===== config.mk =====
export PLATFORM = sky130hd
export DESIGN_NAME = rxf_readout
export DESIGN_NICKNAME = d
export VERILOG_FILES = /design/src/rtl/rxf_pkg.sv /design/src/rtl/rxf_sense.sv /design/src/rtl/rxf_store.sv /design/src/rtl/rxf_irq.sv /design/src/rtl/rxf_stat_shift.sv /design/src/rtl/rxf_readout.sv
export SDC_FILE = /design/constraint.sdc
export NUM_CORES = 1
export LEC_CHECK = 0
export ABC_AREA = 1
export BUFFER_PORTS_ARGS = -buffer_cell sky130_fd_sc_hd__buf_2
export CAP_MARGIN = 25
export CORE_MARGIN = 10
export CORE_UTILIZATION = 45
export DETAILED_ROUTE_END_ITERATION = 16
export SETUP_SLACK_MARGIN = 0.3
export SLEW_MARGIN = 20
export SYNTH_ARGS = -nofsm -noshare
export SYNTH_HDL_FRONTEND = slang
export SYNTH_SLANG_ARGS = --single-unit

===== constraint.sdc =====
create_clock -name clk -period 8 [get_ports clk]
set_clock_uncertainty 0.1 [all_clocks]
set_input_delay 0.4 -clock clk [delete_from_list [all_inputs] [get_ports clk]]
set_output_delay 0.4 -clock clk [all_outputs]
set_load 0.01 [all_outputs]

===== src/rtl/rxf_pkg.sv =====
package rxf_pkg;

  localparam int STAT_W = 16;

  typedef struct packed {
    logic       irq;
    logic       ovf;
    logic       full;
    logic       empty;
    logic [4:0] level;
    logic [3:0] limit;
    logic [2:0] zero;
  } rxf_stat_t;

  // threshold of zero selects the full depth
  function automatic int rxf_eff_limit(input int lim, input int depth);
    return (lim == 0) ? depth : lim;
  endfunction

  function automatic logic [STAT_W-1:0] rxf_pack(
    input logic       irq,
    input logic       ovf,
    input logic       full,
    input logic       empty,
    input logic [4:0] level,
    input logic [3:0] limit
  );
    rxf_stat_t s;
    s.irq   = irq;
    s.ovf   = ovf;
    s.full  = full;
    s.empty = empty;
    s.level = level;
    s.limit = limit;
    s.zero  = 3'b000;
    return s;
  endfunction

endpackage


===== src/rtl/rxf_sense.sv =====
module rxf_sense (
  input  logic clk,
  input  logic rst_n,
  input  logic sck,
  input  logic stat_sel_n,
  output logic sck_fall,
  output logic stat_start
);
  logic sck_q;
  logic stat_q;

  always_ff @(posedge clk or negedge rst_n) begin
    if (!rst_n) begin
      sck_q  <= 1'b0;
      stat_q <= 1'b1;
    end else begin
      sck_q  <= sck;
      stat_q <= stat_sel_n;
    end
  end

  assign sck_fall   = sck_q & ~sck;
  assign stat_start = stat_q & ~stat_sel_n;
endmodule


===== src/rtl/rxf_store.sv =====
module rxf_store #(
  parameter int DEPTH = 16,
  localparam int AW = (DEPTH > 1) ? $clog2(DEPTH) : 1,
  localparam int CW = $clog2(DEPTH + 1)
) (
  input  logic          clk,
  input  logic          rst_n,
  input  logic          push,
  input  logic          din,
  input  logic          pop,
  output logic          head,
  output logic [CW-1:0] count,
  output logic [CW-1:0] cnt_nxt,
  output logic          full,
  output logic          empty,
  output logic          drop
);
  logic [DEPTH-1:0] mem;
  logic [AW-1:0]    rd_ptr;
  logic [AW-1:0]    wr_ptr;
  logic             push_ok;
  logic             pop_ok;

  function automatic logic [AW-1:0] bump(input logic [AW-1:0] p);
    return (int'(p) == DEPTH - 1) ? '0 : p + AW'(1);
  endfunction

  assign full    = (int'(count) == DEPTH);
  assign empty   = (count == '0);
  assign push_ok = push & ~full;
  assign pop_ok  = pop & ~empty;
  assign drop    = push & full;
  assign head    = empty ? 1'b0 : mem[rd_ptr];
  assign cnt_nxt = count + CW'(push_ok) - CW'(pop_ok);

  always_ff @(posedge clk or negedge rst_n) begin
    if (!rst_n) begin
      mem    <= '0;
      rd_ptr <= '0;
      wr_ptr <= '0;
      count  <= '0;
    end else begin
      if (push_ok) begin
        mem[wr_ptr] <= din;
        wr_ptr      <= bump(wr_ptr);
      end
      if (pop_ok) rd_ptr <= bump(rd_ptr);
      count <= cnt_nxt;
    end
  end


  empty_pop_chk: assert property (@(posedge clk) disable iff (!rst_n)
    (pop && empty && !push) |=> (count == '0));

  cnt_range_chk: assert property (@(posedge clk) disable iff (!rst_n)
    (int'(count) <= DEPTH));

  full_drop_chk: assert property (@(posedge clk) disable iff (!rst_n)
    (push && full && !pop) |=> (int'(count) == DEPTH));

  both_ops_chk: assert property (@(posedge clk) disable iff (!rst_n)
    (push && pop && !full && !empty) |=> $stable(count));
endmodule


===== src/rtl/rxf_irq.sv =====
module rxf_irq #(
  parameter int DEPTH = 16,
  parameter int LIM_W = 4,
  localparam int CW = $clog2(DEPTH + 1)
) (
  input  logic             clk,
  input  logic             rst_n,
  input  logic [CW-1:0]    cnt_q,
  input  logic [CW-1:0]    cnt_nxt,
  input  logic [LIM_W-1:0] limit,
  output logic             irq
);
  import rxf_pkg::*;

  logic [CW-1:0] lim_eff;
  logic          hit;
  logic          drained;

  assign lim_eff = CW'(rxf_eff_limit(int'(limit), DEPTH));
  assign hit     = (cnt_nxt == lim_eff);
  assign drained = (cnt_nxt == '0);

  always_ff @(posedge clk or negedge rst_n) begin
    if (!rst_n)       irq <= 1'b0;
    else if (hit)     irq <= 1'b1;
    else if (drained) irq <= 1'b0;
  end


  irq_rise_chk: assert property (@(posedge clk) disable iff (!rst_n)
    $rose(irq) |-> (cnt_q == $past(lim_eff)));

  irq_fall_chk: assert property (@(posedge clk) disable iff (!rst_n)
    $fell(irq) |-> (cnt_q == '0));
endmodule


===== src/rtl/rxf_stat_shift.sv =====
module rxf_stat_shift #(
  parameter int SW = 16,
  localparam int IW = $clog2(SW + 1)
) (
  input  logic          clk,
  input  logic          rst_n,
  input  logic          load,
  input  logic [SW-1:0] word,
  input  logic          active,
  input  logic          adv,
  output logic          bit_out,
  output logic          done
);
  logic [SW-1:0] shreg;
  logic [IW-1:0] idx;

  assign done    = (int'(idx) == SW);
  assign bit_out = shreg[SW-1];

  always_ff @(posedge clk or negedge rst_n) begin
    if (!rst_n) begin
      shreg <= '0;
      idx   <= IW'(SW);
    end else if (load) begin
      shreg <= word;
      idx   <= '0;
    end else if (!active) begin
      idx   <= IW'(SW);
    end else if (adv && !done) begin
      shreg <= shreg << 1;
      idx   <= idx + IW'(1);
    end
  end


  stat_load_chk: assert property (@(posedge clk) disable iff (!rst_n)
    load |=> (idx == '0));

  stat_idx_chk: assert property (@(posedge clk) disable iff (!rst_n)
    (int'(idx) <= SW));
endmodule


===== src/rtl/rxf_readout.sv =====
module rxf_readout #(
  parameter int DEPTH = 16,
  parameter int LIM_W = 4
) (
  input  logic             clk,
  input  logic             rst_n,
  input  logic             rx_vld,
  input  logic             rx_bit,
  input  logic [LIM_W-1:0] fill_lim,
  input  logic             sck,
  input  logic             fifo_sel_n,
  input  logic             stat_sel_n,
  output logic             sdo,
  output logic             fifo_irq
);
  import rxf_pkg::*;

  localparam int CW = $clog2(DEPTH + 1);

  logic          sck_fall;
  logic          stat_start;
  logic          fifo_act;
  logic          stat_act;
  logic          stat_done;
  logic          stat_bit;
  logic          stat_adv;
  logic          pop;
  logic          head;
  logic          full;
  logic          empty;
  logic          drop;
  logic          ovf;
  logic [CW-1:0] count;
  logic [CW-1:0] cnt_nxt;
  logic [STAT_W-1:0] stat_word;

  rxf_sense u_sense (
    .clk        (clk),
    .rst_n      (rst_n),
    .sck        (sck),
    .stat_sel_n (stat_sel_n),
    .sck_fall   (sck_fall),
    .stat_start (stat_start)
  );

  assign fifo_act = ~fifo_sel_n;
  assign stat_act = ~stat_sel_n & fifo_sel_n;
  assign pop      = sck_fall & (fifo_act | (stat_act & stat_done));
  assign stat_adv = sck_fall & stat_act & ~stat_done;

  rxf_store #(.DEPTH(DEPTH)) u_store (
    .clk     (clk),
    .rst_n   (rst_n),
    .push    (rx_vld),
    .din     (rx_bit),
    .pop     (pop),
    .head    (head),
    .count   (count),
    .cnt_nxt (cnt_nxt),
    .full    (full),
    .empty   (empty),
    .drop    (drop)
  );

  rxf_irq #(.DEPTH(DEPTH), .LIM_W(LIM_W)) u_irq (
    .clk     (clk),
    .rst_n   (rst_n),
    .cnt_q   (count),
    .cnt_nxt (cnt_nxt),
    .limit   (fill_lim),
    .irq     (fifo_irq)
  );

  always_ff @(posedge clk or negedge rst_n) begin
    if (!rst_n)          ovf <= 1'b0;
    else if (drop)       ovf <= 1'b1;
    else if (stat_start) ovf <= 1'b0;
  end

  assign stat_word = rxf_pack(fifo_irq, ovf, full, empty, 5'(count), 4'(fill_lim));

  rxf_stat_shift #(.SW(STAT_W)) u_stat (
    .clk     (clk),
    .rst_n   (rst_n),
    .load    (stat_start),
    .word    (stat_word),
    .active  (~stat_sel_n),
    .adv     (stat_adv),
    .bit_out (stat_bit),
    .done    (stat_done)
  );

  always_comb begin
    if (fifo_act)      sdo = head;
    else if (stat_act) sdo = stat_done ? head : stat_bit;
    else               sdo = 1'b0;
  end


  ovf_set_chk: assert property (@(posedge clk) disable iff (!rst_n)
    drop |=> ovf);

  ovf_clr_chk: assert property (@(posedge clk) disable iff (!rst_n)
    (stat_start && !drop) |=> !ovf);

  sdo_idle_chk: assert property (@(posedge clk) disable iff (!rst_n)
    (fifo_sel_n && stat_sel_n) |-> !sdo);
endmodule


== Yosys cells after proc, flatten, opt, wreduce, memory -nomap -nowiden ==
Cells that the tools add are included.
Cells by class
  add/sub/neg operators: 5
  order comparisons: 3
  equal/unequal tests: 6
  multiplexer cells: 22
  bitwise logic cells: 17
  reductions and logical operators: 11
Operators by type and width (count)
  16-bit two-way mux: 3
  5-bit two-way mux: 4
  16-bit bitwise mux: 1
  1-bit bitwise AND: 10
  5-bit == test (second input constant): 2
  5-bit zero test: 2
  4-bit by 5-bit < comparator with 1-bit output (second input constant): 2
  1-bit two-way mux: 10
  4-bit by 1-bit adder with 4-bit output (second input constant): 2
  4-bit by 1-bit == test with 1-bit output (second input constant): 2
  4-bit two-way mux: 2
  1-bit NOT: 6
  2-bit nonzero test: 3
  5-bit by 1-bit adder with 5-bit output: 1
  5-bit by 1-bit adder with 5-bit output (second input constant): 1
  5-bit == test: 1
  5-bit by 1-bit subtractor with 5-bit output: 1
  1-bit binary-select mux with 4-bit select: 1
  1-bit demux with 4-bit select: 1
  4-bit by 1-bit >= comparator with 1-bit output (second input constant): 1
  4-bit zero test: 1
  3-bit nonzero test: 1
  1-bit logical AND: 2
  2-bit by 1-bit inequality test with 1-bit output (second input constant): 1
  other kinds (3): 3
Word-level totals
  flip-flop bits (word level): 54
  input bits: 11
  output and inout bits: 2
  word-level logic and storage cells: 74

== Depth between registers and ports, before layout ==
Gate-level depths: netlist (run 1).
  depth after elaboration: 10
  gate-level depth with buffers: 20
  depth with buffers taken out: 20

== Cells and area by module ==
A second synthesis (run 1) with hierarchy kept.
Second synthesis, totals
  cell total of the unflattened synthesis: 408
  area total of the unflattened synthesis: 3175.5 µm²
Modules (own cells, without submodules)
  rxf_store: instances 1, cells an instance 196, area an instance 1686.6 µm², sequential area each 725.7 µm²
  rxf_stat_shift: instances 1, cells an instance 160, area an instance 1168.6 µm², sequential area each 526.8 µm²
  rxf_irq: instances 1, cells an instance 28, area an instance 150.1 µm², sequential area each 25.0 µm²
  rxf_readout: instances 1, cells an instance 18, area an instance 98.8 µm², sequential area each 25.0 µm²
  rxf_sense: instances 1, cells an instance 6, area an instance 71.3 µm², sequential area each 51.3 µm²

== Worst setup path after synthesis (run 1) ==
OpenSTA, ideal clock, no wires.
  kind: flip-flop to flip-flop
  start: register u_store.count[3]
  end: register u_irq.irq
  library setup time: 0.126 ns
  arrival time: 2.611 ns
  data required time: 7.774 ns
  setup slack: 5.163 ns
  cell stages (with the launch flop): 21
  path buffers: 0
  clock period less this slack: 2.837 ns
  cell sequence: dfrtp_1 inv_1 ha_1 nand2_1 nor2_2 nand2_1 nand4_2 clkinv_1 ha_1 inv_1 ha_1 inv_1 fa_1 inv_1 nand3_1 nand2_1 nand2_1 nand2_1 nand3_1 nand2_1 o21ai_0
On the way
  elaborated cells on any way between the ends: 12
  classes of those cells: add/sub (2); eq/ne (2); mux (1); bitwise (4); reduce/logical (3)
RTL lines
  from (decl): line rxf_store.sv:12  | output logic [CW-1:0] count,
  from (signal assigned): line rxf_store.sv:48  | count <= cnt_nxt;
  5-bit zero test (*): line rxf_store.sv:29  | assign empty = (count == '0);
  1-bit NOT (*): line rxf_store.sv:31  | assign pop_ok = pop & ~empty;
  1-bit bitwise AND (*): line rxf_store.sv:31
  via u_store.pop_ok: line rxf_store.sv:22  | logic pop_ok;
  5-bit by 1-bit subtractor with 5-bit output (*): line rxf_store.sv:34  | assign cnt_nxt = count + CW'(push_ok) - CW'(pop_ok);
  5-bit == test / 5-bit zero test (equally long branches): line rxf_irq.sv:20, rxf_irq.sv:21
  1-bit two-way mux / 2-bit nonzero test (equally long branches)
  to (signal assigned): line rxf_irq.sv:24  | if (!rst_n) irq <= 1'b0;
  to (signal assigned): line rxf_irq.sv:25  | else if (hit) irq <= 1'b1;
  to (signal assigned): line rxf_irq.sv:26  | else if (drained) irq <= 1'b0;
  to (decl): line rxf_irq.sv:11  | output logic irq
The timed path passes the listed nets; every way through them passes the cells marked *.
A chain may end at the register's enable or synchronous reset.

== Final worst setup path (run 1) ==
Same ends and word-level chain as after synthesis.

==> results.md, run 1 <==
- Max frequency: 316 MHz
- Post-Place Cells: 450
- Via Count: 2301
- Top Metal Used: met4
- Slew Limit Fails: 0
- Hold slack: 97.9 ps
- Min cycle time layout: 3160 ps
- Routed length on met1: 3010 µm
- Congestion Overflow GR: 0
- R2R Path Start: u_store.count[3]
- Final WS setup: 4840 ps
- DP Wirelength: 4400 µm
- RSZ-0062 raised after global routing: no
- Arrival @ worst endpoint: 3250 ps
- Clock Latency Late Sink: 300 ps
- Crit. End Element: register
- GRT Total Usage: 12.5%
- Worst path cell trace: inv_1 -> ha_1 -> nand2_1 -> nor2_2 -> nand2_1 -> nand4_2 -> clkinv_1 -> ha_1 -> inv_1 -> ha_1 -> inv_1 -> fa_1 -> inv_1 -> nand3_1 -> nand2_1 -> nand2_1 -> nand2_1 -> nand3_1 -> nand2_1 -> o21ai_0
- Vias per inst: 5.02
- Die ar.: 9990 µm²
- Met3 routed WL: 239 µm
- CP max stage cell: dfrtp_1
- Non-Filler Instances: 458
- First-pass iteration count of the detailed router: 6
- Mapped Cells: 367
- Initial antenna violation count: 0
- Slew @ Worst Pin: 659 ps
- Syn Nets: 392
- Mean post-synth cell area: 7.84 µm²
- First-pass GRT wire length: 10400 µm
- LEAKAGE: 1.54 nW
- Pwr dens: 342 nW/µm²
- ANT nets after route: 0
- R2r setup slk: 4840 ps
- Seq/Total Area, Yosys: 44.4%
- Max FO, Critical Path: 8
- Status: complete, no violations
- Initial Utilization: 45.8%
- FF+latch count, synth: 51
- Routability congestion estimate: 0.906
- Setup-failing EPs final: 0
- Fin. Hold Viols: 0
- Synthesis Warnings: 0
- Crit path kind: reg -> reg
- WP buf/inv: 5
- Drc violations: 0
- Cell area after synthesis: 2880 µm²
- H-tree levels: 2
- Clock buffer depth: 2
- Total power: 0.00106 W
- Synth-to-Final Area Change: 7.96%
- Met2 WL: 2530 µm
- Clock edge transition at the registers on the reported setup and hold paths: 100 ps
- WP data required: 8090 ps
- Worst Setup SP: u_store.count[3]
- Worst setup SP type: register
- Post-CTS sizing: 0
- Pin count of the biggest net entering global routing: 52
- Nets: 405
- Vias in the first global route: 2209
- Setup tns final: 0 ps
- Die width: 100 µm
- Setup bufs post-CTS: 0
- Worst Hold Class: in -> async
- Distinct cell type count after synthesis: 35
- Hold buffer count at CTS: 0
- Worst Reg-to-Reg Cells: 20
- # diodes: 0
- Worst VDD drop: 0.000167 V
- Clock Sinks: 51
- Final Routed Wirelength: 5820 µm
- Pre-CTS setup slack: 4880 ps
- Avg WL per Cell: 12.7 µm
- Port Buf Inserts: 12
- Root Buffer: clkbuf_8
- Max incr delay on CP: 420 ps
- Slew HR: 56.1%
- Crit path capture: u_irq.irq
- Die Y: 100 µm
- Iteration-0 DRC Markers: 141
- Cts bufs inserted: 5
- TritonCTS clock tree: yes
- CP Depth: 20
- CP dominant cell by count: nand2_1
- Tcrit/Tclk final: 39.5%
- I/O Pins: 13
- RR Endpoint: u_irq.irq
- Core Rows: 29
- Top delay family on crit path: simple AND/OR/NAND/NOR gates
- Max-cap viol count: 0
- Fraction of layout cells with a size suffix above 1: 11.0%
- Total core area: 6280 µm²
==> worst min path at each step <==
stage | to | slack [ps]
floorplan | ovf | 4
global placement | u_store.mem[12] | 370
detailed placement | u_store.mem[12] | 380
CTS | u_sense.sck_q | 110
global route | u_sense.sck_q | 110
finish | u_stat.idx[0] | 100
==> report_power, final <==
group          internal (W)  total (W)  switching, W  leakage (nW)
registers          0.000348   0.000430     0.0000812         0.618
logic              0.000172   0.000453      0.000281         0.868
clock network     0.0000932   0.000179     0.0000856        0.0581
total              0.000614    0.00106      0.000448          1.54
==> registers in the layout, summed over array words and instances (netlist names), 4 cells and up <==
register	cells
u_store.mem	16
u_stat.shreg	13
u_stat.idx	5
u_store.count	5
u_store.rd_ptr	4
u_store.wr_ptr	4
==> synth_stat cells (all sizes together) <==
| library cell | count | share of area, % |
|---|---|---|
| nand2 | 114 | 16 |
| dfrtp | 49 | 43 |
| inv | 46 | 6.0 |
| nor2 | 34 | 5.1 |
| nand3 | 32 | 5.7 |
| o21ai | 30 | 5.3 |
| ha | 13 | 5.7 |
| a31oi | 11 | 2.4 |
| a21oi | 6 | 1.0 |
| buf | 6 | 1.5 |
| nand4 | 4 | 1.1 |
| xor2 | 4 | 1.2 |
| nor3 | 3 | 0.52 |
| xnor2 | 3 | 0.91 |
| dfstp | 2 | 1.8 |
| nor3b | 2 | 0.70 |
| o211ai | 2 | 0.52 |
| a32o | 1 | 0.35 |
| clkbuf | 1 | 0.13 |
| clkinv | 1 | 0.13 |
| fa | 1 | 0.70 |
| o21a | 1 | 0.26 |
| o221ai | 1 | 0.30 |
==> layout by cell type, fill, tap and decap left out, drive strengths merged <==
cell type and n:
a21oi 6, a31oi 11, a32o 1, buf 13, bufinv 1, clkbuf 5, clkinv 3, dfrtp 49
dfstp 2, fa 1, ha 13, inv 46, nand2 114, nand3 32, nand4 4, nor2 34
nor3 3, nor3b 2, o211ai 2, o21a 1, o21ai 30, o221ai 1, xnor2 3, xor2 4
==> routing by layer <==
metal / GRT usage (%) / vias up
met1: 17.6 / 1060
met3: 2.88 / 2
li1: - / 1205
met5: 0 / -
met4: 3.80 / 0
met2: 18.5 / 34
==> worst register-to-register path, cell delays in order (launching register included) <==
cell,delay [ps]
dfrtp_1,420
inv_1,110
ha_1,150
nand2_1,60
nor2_2,190
nand2_1,130
nand4_2,190
clkinv_1,120
ha_1,280
inv_1,60
ha_1,160
inv_1,60
fa_1,370
inv_1,80
nand3_1,100
nand2_1,110
nand2_1,70
nand2_1,100
nand3_1,70
nand2_1,50
o21ai_0,80
==> final cells by class <==
class,instances,area [µm²]
Clock buffer,5,68.8
Clock inverter,3,43.8
Fill cell,625,3170
Inverter,47,176
Multi-Input combinational cell,262,1380
Sequential cell,51,1280
Tap cell,77,96.3
Timing Repair Buffer,13,67.6
==> metrics by stage <==
stage / area (µm²) / util, %
after floorplan: 2880 / -
after global placement: 2990 / 47.7
after detailed placement: 2990 / 47.7
after CTS: 3110 / 49.5
after global routing: 3110 / 49.5
final: 3110 / 49.5
==> kinds of logic (layout without fill, tap and decap cells) <==
group | count (synthesis) | after routing | share of synthesized area (%)
buf+inv | 54 | 68 | 7.78
flops | 51 | 51 | 44.4
compound gates | 52 | 52 | 10.2
simple gates | 189 | 189 | 29.1
xor+xnor | 7 | 7 | 2.13
fa+ha+maj | 14 | 14 | 6.35
Note: power is estimated with default switching activity, not from simulation.
==> run 2, diff against run 1 <==
--- a/config.mk
+++ b/config.mk
@@ -5,7 +5,7 @@
 export SDC_FILE = /design/constraint.sdc
 export NUM_CORES = 1
 export LEC_CHECK = 0
-export ABC_AREA = 1
+export ABC_AREA = 0
 export BUFFER_PORTS_ARGS = -buffer_cell sky130_fd_sc_hd__buf_2
 export CAP_MARGIN = 25
 export CORE_MARGIN = 10
==> constraint.sdc (replaced) <==
create_clock -name clk -period 2.7 [get_ports clk]
set_clock_uncertainty 0.1 [all_clocks]
set_input_delay 0.135 -clock clk [delete_from_list [all_inputs] [get_ports clk]]
set_output_delay 0.135 -clock clk [all_outputs]
set_load 0.01 [all_outputs]
==> run 2 against run 1 <==
The run now ends with setup timing left. Worst hold slack got worse by 86 ps. Critical path depth fell by 6. Area after synthesis fell by 3.7%. Non-clock buffer count rose by 33. Synthesized cell count fell by 27%. Combinational power rose to 4.5 times the previous value. Global-route usage fell by 0.83 points. Die area fell by 3.0%. Cell count fell by 16%. Register-to-register slack got worse by 5300 ps.
==> results.md, run 2 <==
- Worst Hold Class: in -> reg
- LEAKAGE: 1.52 nW (-1.9%)
- RSZ-0062 raised after global routing: yes
- RR Endpoint: u_irq.irq
- Most frequent cell after synthesis: dfrtp_1
- Final WS setup: -433 ps (-5270 ps)
- I/O Pins: 13 (unchanged)
- Die width: 98.5 µm (-1.5%)
- Worst Reg-to-Reg Cells: 14 (-30%)
- Most frequent cells in the layout: 49 x dfrtp_1, 36 x nand2_1, 26 x buf_4
- Nets: 336 (-17%)
- Die ar.: 9690 µm² (-3.0%)
- Core Rows: 28 (-3.4%)
- Hold Path Depth: 2
- Switching Share: 37.0% (-5.2 points)
- Die Y: 98.5 µm (-1.5%)
- Root Buffer: clkbuf_8
- Avg WL per Cell: 14.5 µm (+14%)
- Biggest regs: u_store.mem: 16 flops, u_stat.shreg: 13 flops
- Fraction of layout cells with a size suffix above 1: 26.6% (+16 points)
- Pre-CTS setup slack: -457 ps (-5340 ps)
- Mapped Cells: 268 (-27%)
- TritonCTS clock tree: yes
- Worst setup SP type: register
- Routability congestion estimate: 0.819 (-9.7%)
- Max FO, Critical Path: 3 (-5)
- Power Internal: 0.00242 W (+290%)
- Arrival @ worst endpoint: 3210 ps (-40 ps)
- FF+latch count, synth: 51 (unchanged)
- Seq/Total Area, Yosys: 46.2% (+1.7 points)
- H-tree levels: 2 (unchanged)
- Cell area after synthesis: 2770 µm² (-3.7%)
- GRT Total Usage: 11.7% (-0.83 points)
- Slew Limit Fails: 0 (unchanged)
- Setup-failing EPs final: 3 (+3)
- Setup tns final: -595 ps (-595 ps)
- Synthesis Warnings: 0 (unchanged)
- Clock edge transition at the registers on the reported setup and hold paths: 100 ps (about the same)
- Placed Area: 3110 µm² (+3.8%)
- Final Routed Wirelength: 5610 µm (-3.6%)
- Crit. End Element: register
- Fraction of registers with async set/reset: 100% (unchanged)
- # diodes: 0 (unchanged)
- Slew HR: 40.0% (-16 points)
- ANT nets after route: 0 (unchanged)
- Via Count: 1951 (-15%)
- Clock buffer depth: 2 (unchanged)
- Mean post-synth cell area: 10.3 µm² (+32%)
- EDFF count, synth: 0 (unchanged)
- Commonest non-fill, non-tap cell in the layout: dfrtp_1
- Port Buf Inserts: 12 (unchanged)
- Net Switching: 0.00142 W (+220%)
- Worst VDD drop: 0.00125 V (+650%)
- Synth top area cells: dfrtp_1 44%, mux2_1 7.3%, ha_1 5.9%, nand2_1 4.9%, xnor2_1 2.8%
- DP Wirelength: 4030 µm (-8.4%)
- Ys flop type: dfrtp_1
- Distinct cell type count after synthesis: 46 (+31%)
- Hold path endpoint: u_sense.stat_q
- Total power: 0.00385 W (+260%)
- Combinational cell fraction of total power: 52.7% (+10 points)
- Clock Latency Late Sink: 310 ps (about the same)
- Vias in the first global route: 1955 (-11%)
- R2R Path Start: u_store.count[3]
- Syn Nets: 293 (-25%)
- Clock power share: 14.1% (-2.8 points)
- Hold slack: 11.9 ps (-85.9 ps)
- Register share of total power: 33.2% (-7.3 points)
- Pin count of the biggest net entering global routing: 28 (-46%)
- Tcrit/Tclk final: 116% (+76 points)
- Synth-to-Final Area Change: 21.7%
- Pwr dens: 1140 nW/µm² (+230%)
- Max FFs per register: 16 (unchanged)
- Top-area cell type share of the netlist area: 44.3% (+1.7 points)
- Leading area contributor after synthesis: dfrtp_1
- Max frequency: 319 MHz (+0.95%)
- R2r setup slk: -430 ps (-5270 ps)
- Initial Utilization: 46.5% (+0.67 points)
- Reg with most FFs: u_store.mem
- Min cycle time layout: 3130 ps (-29.8 ps)
- Clock Sinks: 51 (unchanged)
- Fin. Hold Viols: 0 (unchanged)
- Drc violations: 0 (unchanged)
- Congestion Overflow GR: 0 (unchanged)
- Max-cap viol count: 0 (unchanged)
- Slew @ Worst Pin: 901 ps (+242 ps)
- Status: complete, but fails checks
- Cts bufs inserted: 5 (unchanged)
- Initial antenna violation count: 0 (unchanged)
- WP data required: 2780 ps (-5310 ps)
- Design area: 3370 µm² (+8.5%)
- Vias per inst: 5.04 (+0.34%)
- First-pass GRT wire length: 9560 µm (-8.2%)
- Startpoint of the worst hold path: stat_sel_n
- Iteration-0 DRC Markers: 77 (-45%)
- Crit path kind: reg -> reg
- Most frequent cells after synthesis: 49 x dfrtp_1, 36 x nand2_1, 19 x inv_1
- Failing checks: setup timing
- First-pass iteration count of the detailed router: 5 (-1)
- Total core area: 5960 µm² (-5.1%)
[run 2: changes by cell type after synthesis, moves of 10 or more]
cell	previous run	this run
nor2_1	28	15
nand3_1	31	8
inv_1	43	19
o21ai_0	18	6
a31oi_1	11	1
nand2_1	108	36
mux2_1	0	18
[run 2: routing by layer]
| layer | vias to the layer above | routed length [µm] | GRT usage (%) |
|---|---|---|---|
| li1 | 1004 | - | - |
| met4 | 0 | 76 | 3.31 |
| met1 | 925 | 2890 | 16.6 |
| met3 | 7 | 143 | 2.51 |
| met5 | - | 0 | 0 |
| met2 | 15 | 2500 | 17.3 |
[run 2: how the worst max path moves through the flow]
stage	start	to	slack [ps]	cells past startpoint
2_1_floorplan	u_store.count[3]	u_irq.irq	-440	15
4_1_cts	u_store.count[2]	u_irq.irq	-410	14
6_report	u_store.count[3]	u_irq.irq	-430	14
3_5_place_dp	u_store.count[2]	u_irq.irq	-460	14
3_3_place_gp	u_store.count[3]	u_irq.irq	-350	14
5_1_grt	u_store.count[3]	u_irq.irq	-570	14
[run 2: critical path: stages (launching register included)]
cell and delay, ps:
dfrtp_1 390, inv_2 80, ha_4 120, or4b_4 460
and3_4 210, ha_4 220, inv_4 50, ha_4 120
inv_2 30, fa_2 340, nand2b_4 160, a21oi_4 140
xnor2_2 110, nor4b_2 320, o32ai_2 140
[run 2: cell families after synthesis]
kind of cell	after synthesis	synth area share (%)
simple gates	86	16.8
flops	51	46.2
compound gates	46	9.71
buf+inv	29	4.97
mux	27	11.1
xor+xnor	15	4.74
fa+ha+maj	14	6.59
[run 2: power by group through the flow]
stage	registers, W	logic (W)	clock network (W)
after floorplan	0.00122	0.00121	0
after global placement	0.00128	0.00161	0
after global routing	0.00132	0.00226	0.000575
final	0.00127	0.00203	0.000544
after CTS	0.00128	0.00169	0.000552
after detailed placement	0.00129	0.00163	0
[run 2: metrics by stage]
step           util (%)  cells
2_1_floorplan         -    268
5_1_grt            56.6    387
4_1_cts            55.0    383
6_report           56.6    387
3_5_place_dp       52.2    369
3_3_place_gp       52.2    369
[run 2: area by class of cell]
| cell class | instances | area (µm²) |
|---|---|---|
| Sequential cell | 51 | 1280 |
| Multi-Input combinational cell | 188 | 1480 |
| Clock inverter | 2 | 37.5 |
| Tap cell | 75 | 93.8 |
| Inverter | 19 | 73.8 |
| Timing Repair Buffer | 46 | 340 |
| Clock buffer | 6 | 72.6 |
| Fill cell | 529 | 2580 |
[run 2: timing repair]
item / in CTS / in global routing
setup buffers: 2 / 4
resized for setup: 0 / 15
endpoints found under the setup margin: 6 / 6
hold endpoints to repair: 26 / 0
gates cloned: 0 / 0
hold buffers: 4 / 0
pin swaps: 4 / 7
==> run 3, diff against run 2 <==
--- a/config.mk
+++ b/config.mk
@@ -11,7 +11,7 @@
 export CORE_MARGIN = 10
 export CORE_UTILIZATION = 45
 export DETAILED_ROUTE_END_ITERATION = 16
-export SETUP_SLACK_MARGIN = 0.3
+export SETUP_SLACK_MARGIN = 0.2
 export SLEW_MARGIN = 20
 export SYNTH_ARGS = -nofsm -noshare
 export SYNTH_HDL_FRONTEND = slang
==> run 3 against run 2 <==
The run still ends with setup timing left. Register-to-register slack barely moved. Worst setup slack about the same. Critical path depth unchanged. Combinational power barely moved. Design area unchanged. Non-clock buffer count is the same. Die area unchanged. Worst hold slack hardly changed. Clock-buffer cell count stayed put. Sequential power hardly changed. Critical path type unchanged. Critical endpoint unchanged. Highest routed layer unchanged.
==> results.md, run 3 (synthesis gave the netlist of run 2 again) <==
- Status: complete, but fails checks
- Failing checks: setup timing
- Min cycle time layout: 3130 ps (+0.195 ps)
- Fillers: 529 (unchanged)
- LEAKAGE: 1.52 nW (about the same)
- Final Routed Wirelength: 5610 µm (about the same)
- Congestion Overflow GR: 0 (unchanged)
- Die width: 98.5 µm (unchanged)
- First-pass GRT wire length: 9560 µm (unchanged)
- Max FFs per register: 16 (unchanged)
- Slew Limit Fails: 0 (unchanged)
- Max-cap viol count: 0 (unchanged)
- Vias in the first global route: 1955 (unchanged)
- # diodes: 0 (unchanged)
- Pre-CTS setup slack: -457 ps (unchanged)
- Clock Latency Late Sink: 310 ps (about the same)
- Max frequency: 319 MHz (about the same)
- Hold slack: 12.1 ps (+0.200 ps)
- Total core area: 5960 µm² (unchanged)
- Crit. End Element: register
- Final WS setup: -433 ps (-0.195 ps)
- Pwr dens: 1140 nW/µm² (about the same)
- Worst setup SP type: register
- Routability congestion estimate: 0.819 (unchanged)
- Biggest regs: u_store.mem: 16 flops, u_stat.shreg: 13 flops
- Max FO, Critical Path: 3 (unchanged)
- Fraction of layout cells with a size suffix above 1: 26.6% (unchanged)
- Worst VDD drop: 0.00125 V (about the same)
- Clock edge transition at the registers on the reported setup and hold paths: 100 ps (about the same)
- Tcrit/Tclk final: 116% (about the same)
- Hold Path Depth: 2 (unchanged)
- WP data required: 2780 ps (about the same)
- Avg WL per Cell: 14.5 µm (about the same)
- Iteration-0 DRC Markers: 72 (-6.5%)
- Port Buf Inserts: 12 (unchanged)
- I/O Pins: 13 (unchanged)
- Core Rows: 28 (unchanged)
- Slew @ Worst Pin: 901 ps (-0.0112 ps)
- Worst Reg-to-Reg Cells: 14 (unchanged)
- Setup-failing EPs final: 3 (unchanged)
- Initial antenna violation count: 0 (unchanged)
- Drc violations: 0 (unchanged)
- Startpoint of the worst hold path: stat_sel_n
- Commonest non-fill, non-tap cell in the layout: dfrtp_1
- TritonCTS clock tree: yes
- Arrival @ worst endpoint: 3210 ps (about the same)
- Most frequent cells in the layout: 49 x dfrtp_1, 36 x nand2_1, 26 x buf_4
- Register area: 1280 µm² (unchanged)
- Clock buffer depth: 2 (unchanged)
- Nets: 336 (unchanged)
- Slew HR: 40.0% (about the same)
- Fin. Hold Viols: 0 (unchanged)
- DP Wirelength: 4030 µm (unchanged)
- First-pass iteration count of the detailed router: 5 (unchanged)
- Die Y: 98.5 µm (unchanged)
- R2r setup slk: -430 ps (about the same)
- H-tree levels: 2 (unchanged)
- Worst Hold Class: in -> reg
- R2R Path Start: u_store.count[3]
- Synth-to-Final Area Change: 21.7% (unchanged)
- Pin count of the biggest net entering global routing: 28 (unchanged)
- Via Count: 1955 (+0.21%)
- RSZ-0062 raised after global routing: yes
- Root Buffer: clkbuf_8
- Clock Sinks: 51 (unchanged)
- Crit path kind: reg -> reg
- ANT nets after route: 0 (unchanged)
- GRT Total Usage: 11.7% (unchanged)
- RR Endpoint: u_irq.irq
- Initial Utilization: 46.5% (unchanged)
- Cts bufs inserted: 5 (unchanged)
- Reg with most FFs: u_store.mem
- Vias per inst: 5.05 (+0.21%)
- Multi-input combinational cell area: 1480 µm² (unchanged)
- Die ar.: 9690 µm² (unchanged)
- Hold path endpoint: u_sense.stat_q
[run 3: cell counts in the layout (fill, tap and decap cells not counted)]
No cell type changed its count.
[run 3: metrics by stage]
stage | power [W] | std cells | setup TNS (ps) | instance area (µm²) | utilization [%]
after CTS | 0.00351 | 383 | -483 | 3270 | 55.0
after global placement | 0.00289 | 369 | -347 | 3110 | 52.2
after floorplan | 0.00242 | 268 | -504 | 2840 | -
after detailed placement | 0.00291 | 369 | -471 | 3110 | 52.2
after global routing | 0.00416 | 387 | -1060 | 3370 | 56.6
final | 0.00385 | 387 | -595 | 3370 | 56.6
[run 3: how the worst max path moves through the flow]
| stage | from | to | slack [ps] | cells after the start |
|---|---|---|---|---|
| 2_1_floorplan | u_store.count[3] | u_irq.irq | -440 | 15 |
| 3_3_place_gp | u_store.count[3] | u_irq.irq | -350 | 14 |
| 3_5_place_dp | u_store.count[2] | u_irq.irq | -460 | 14 |
| 4_1_cts | u_store.count[2] | u_irq.irq | -410 | 14 |
| 5_1_grt | u_store.count[3] | u_irq.irq | -570 | 14 |
| 6_report | u_store.count[3] | u_irq.irq | -430 | 14 |
[run 3: power breakdown]
part | switching, W | internal, W
clock network | 0.000267 | 0.000277
registers | 0.000233 | 0.00104
logic | 0.000924 | 0.00110
[run 3: critical path, stage by stage, from the launching register on]
cell      delay (ps)
dfrtp_1          390
inv_2             80
ha_4             120
or4b_4           460
and3_4           210
ha_4             220
inv_4             50
ha_4             120
inv_2             30
fa_2             340
nand2b_4         160
a21oi_4          140
xnor2_2          110
nor4b_2          320
o32ai_2          140
[run 3: what timing repair did]
item	in CTS	in global routing
setup buffers	2	4
hold buffers	4	0
endpoints found under the setup margin	5	6
hold endpoints to repair	26	0
cloned	0	0
pin swaps	7	7
gates resized for setup	0	15
[run 3: area by class of cell]
class | instances | share of cell area, %
multi-input combinational | 188 | 43.7
sequential | 51 | 37.9
timing repair buffer | 46 | 10.1
tap | 75 | 2.78
inverter | 19 | 2.19
clock buffer | 6 | 2.15
clock inverter | 2 | 1.11
[run 3: routing by layer]
| layer | wire [µm] | global-route usage (%) | part of all wire, % |
|---|---|---|---|
| met1 | 2880 | 16.6 | 51 |
| met2 | 2510 | 17.3 | 45 |
| met3 | 143 | 2.51 | 2.5 |
| met4 | 76 | 3.31 | 1.4 |
| met5 | 0 | 0 | 0 |
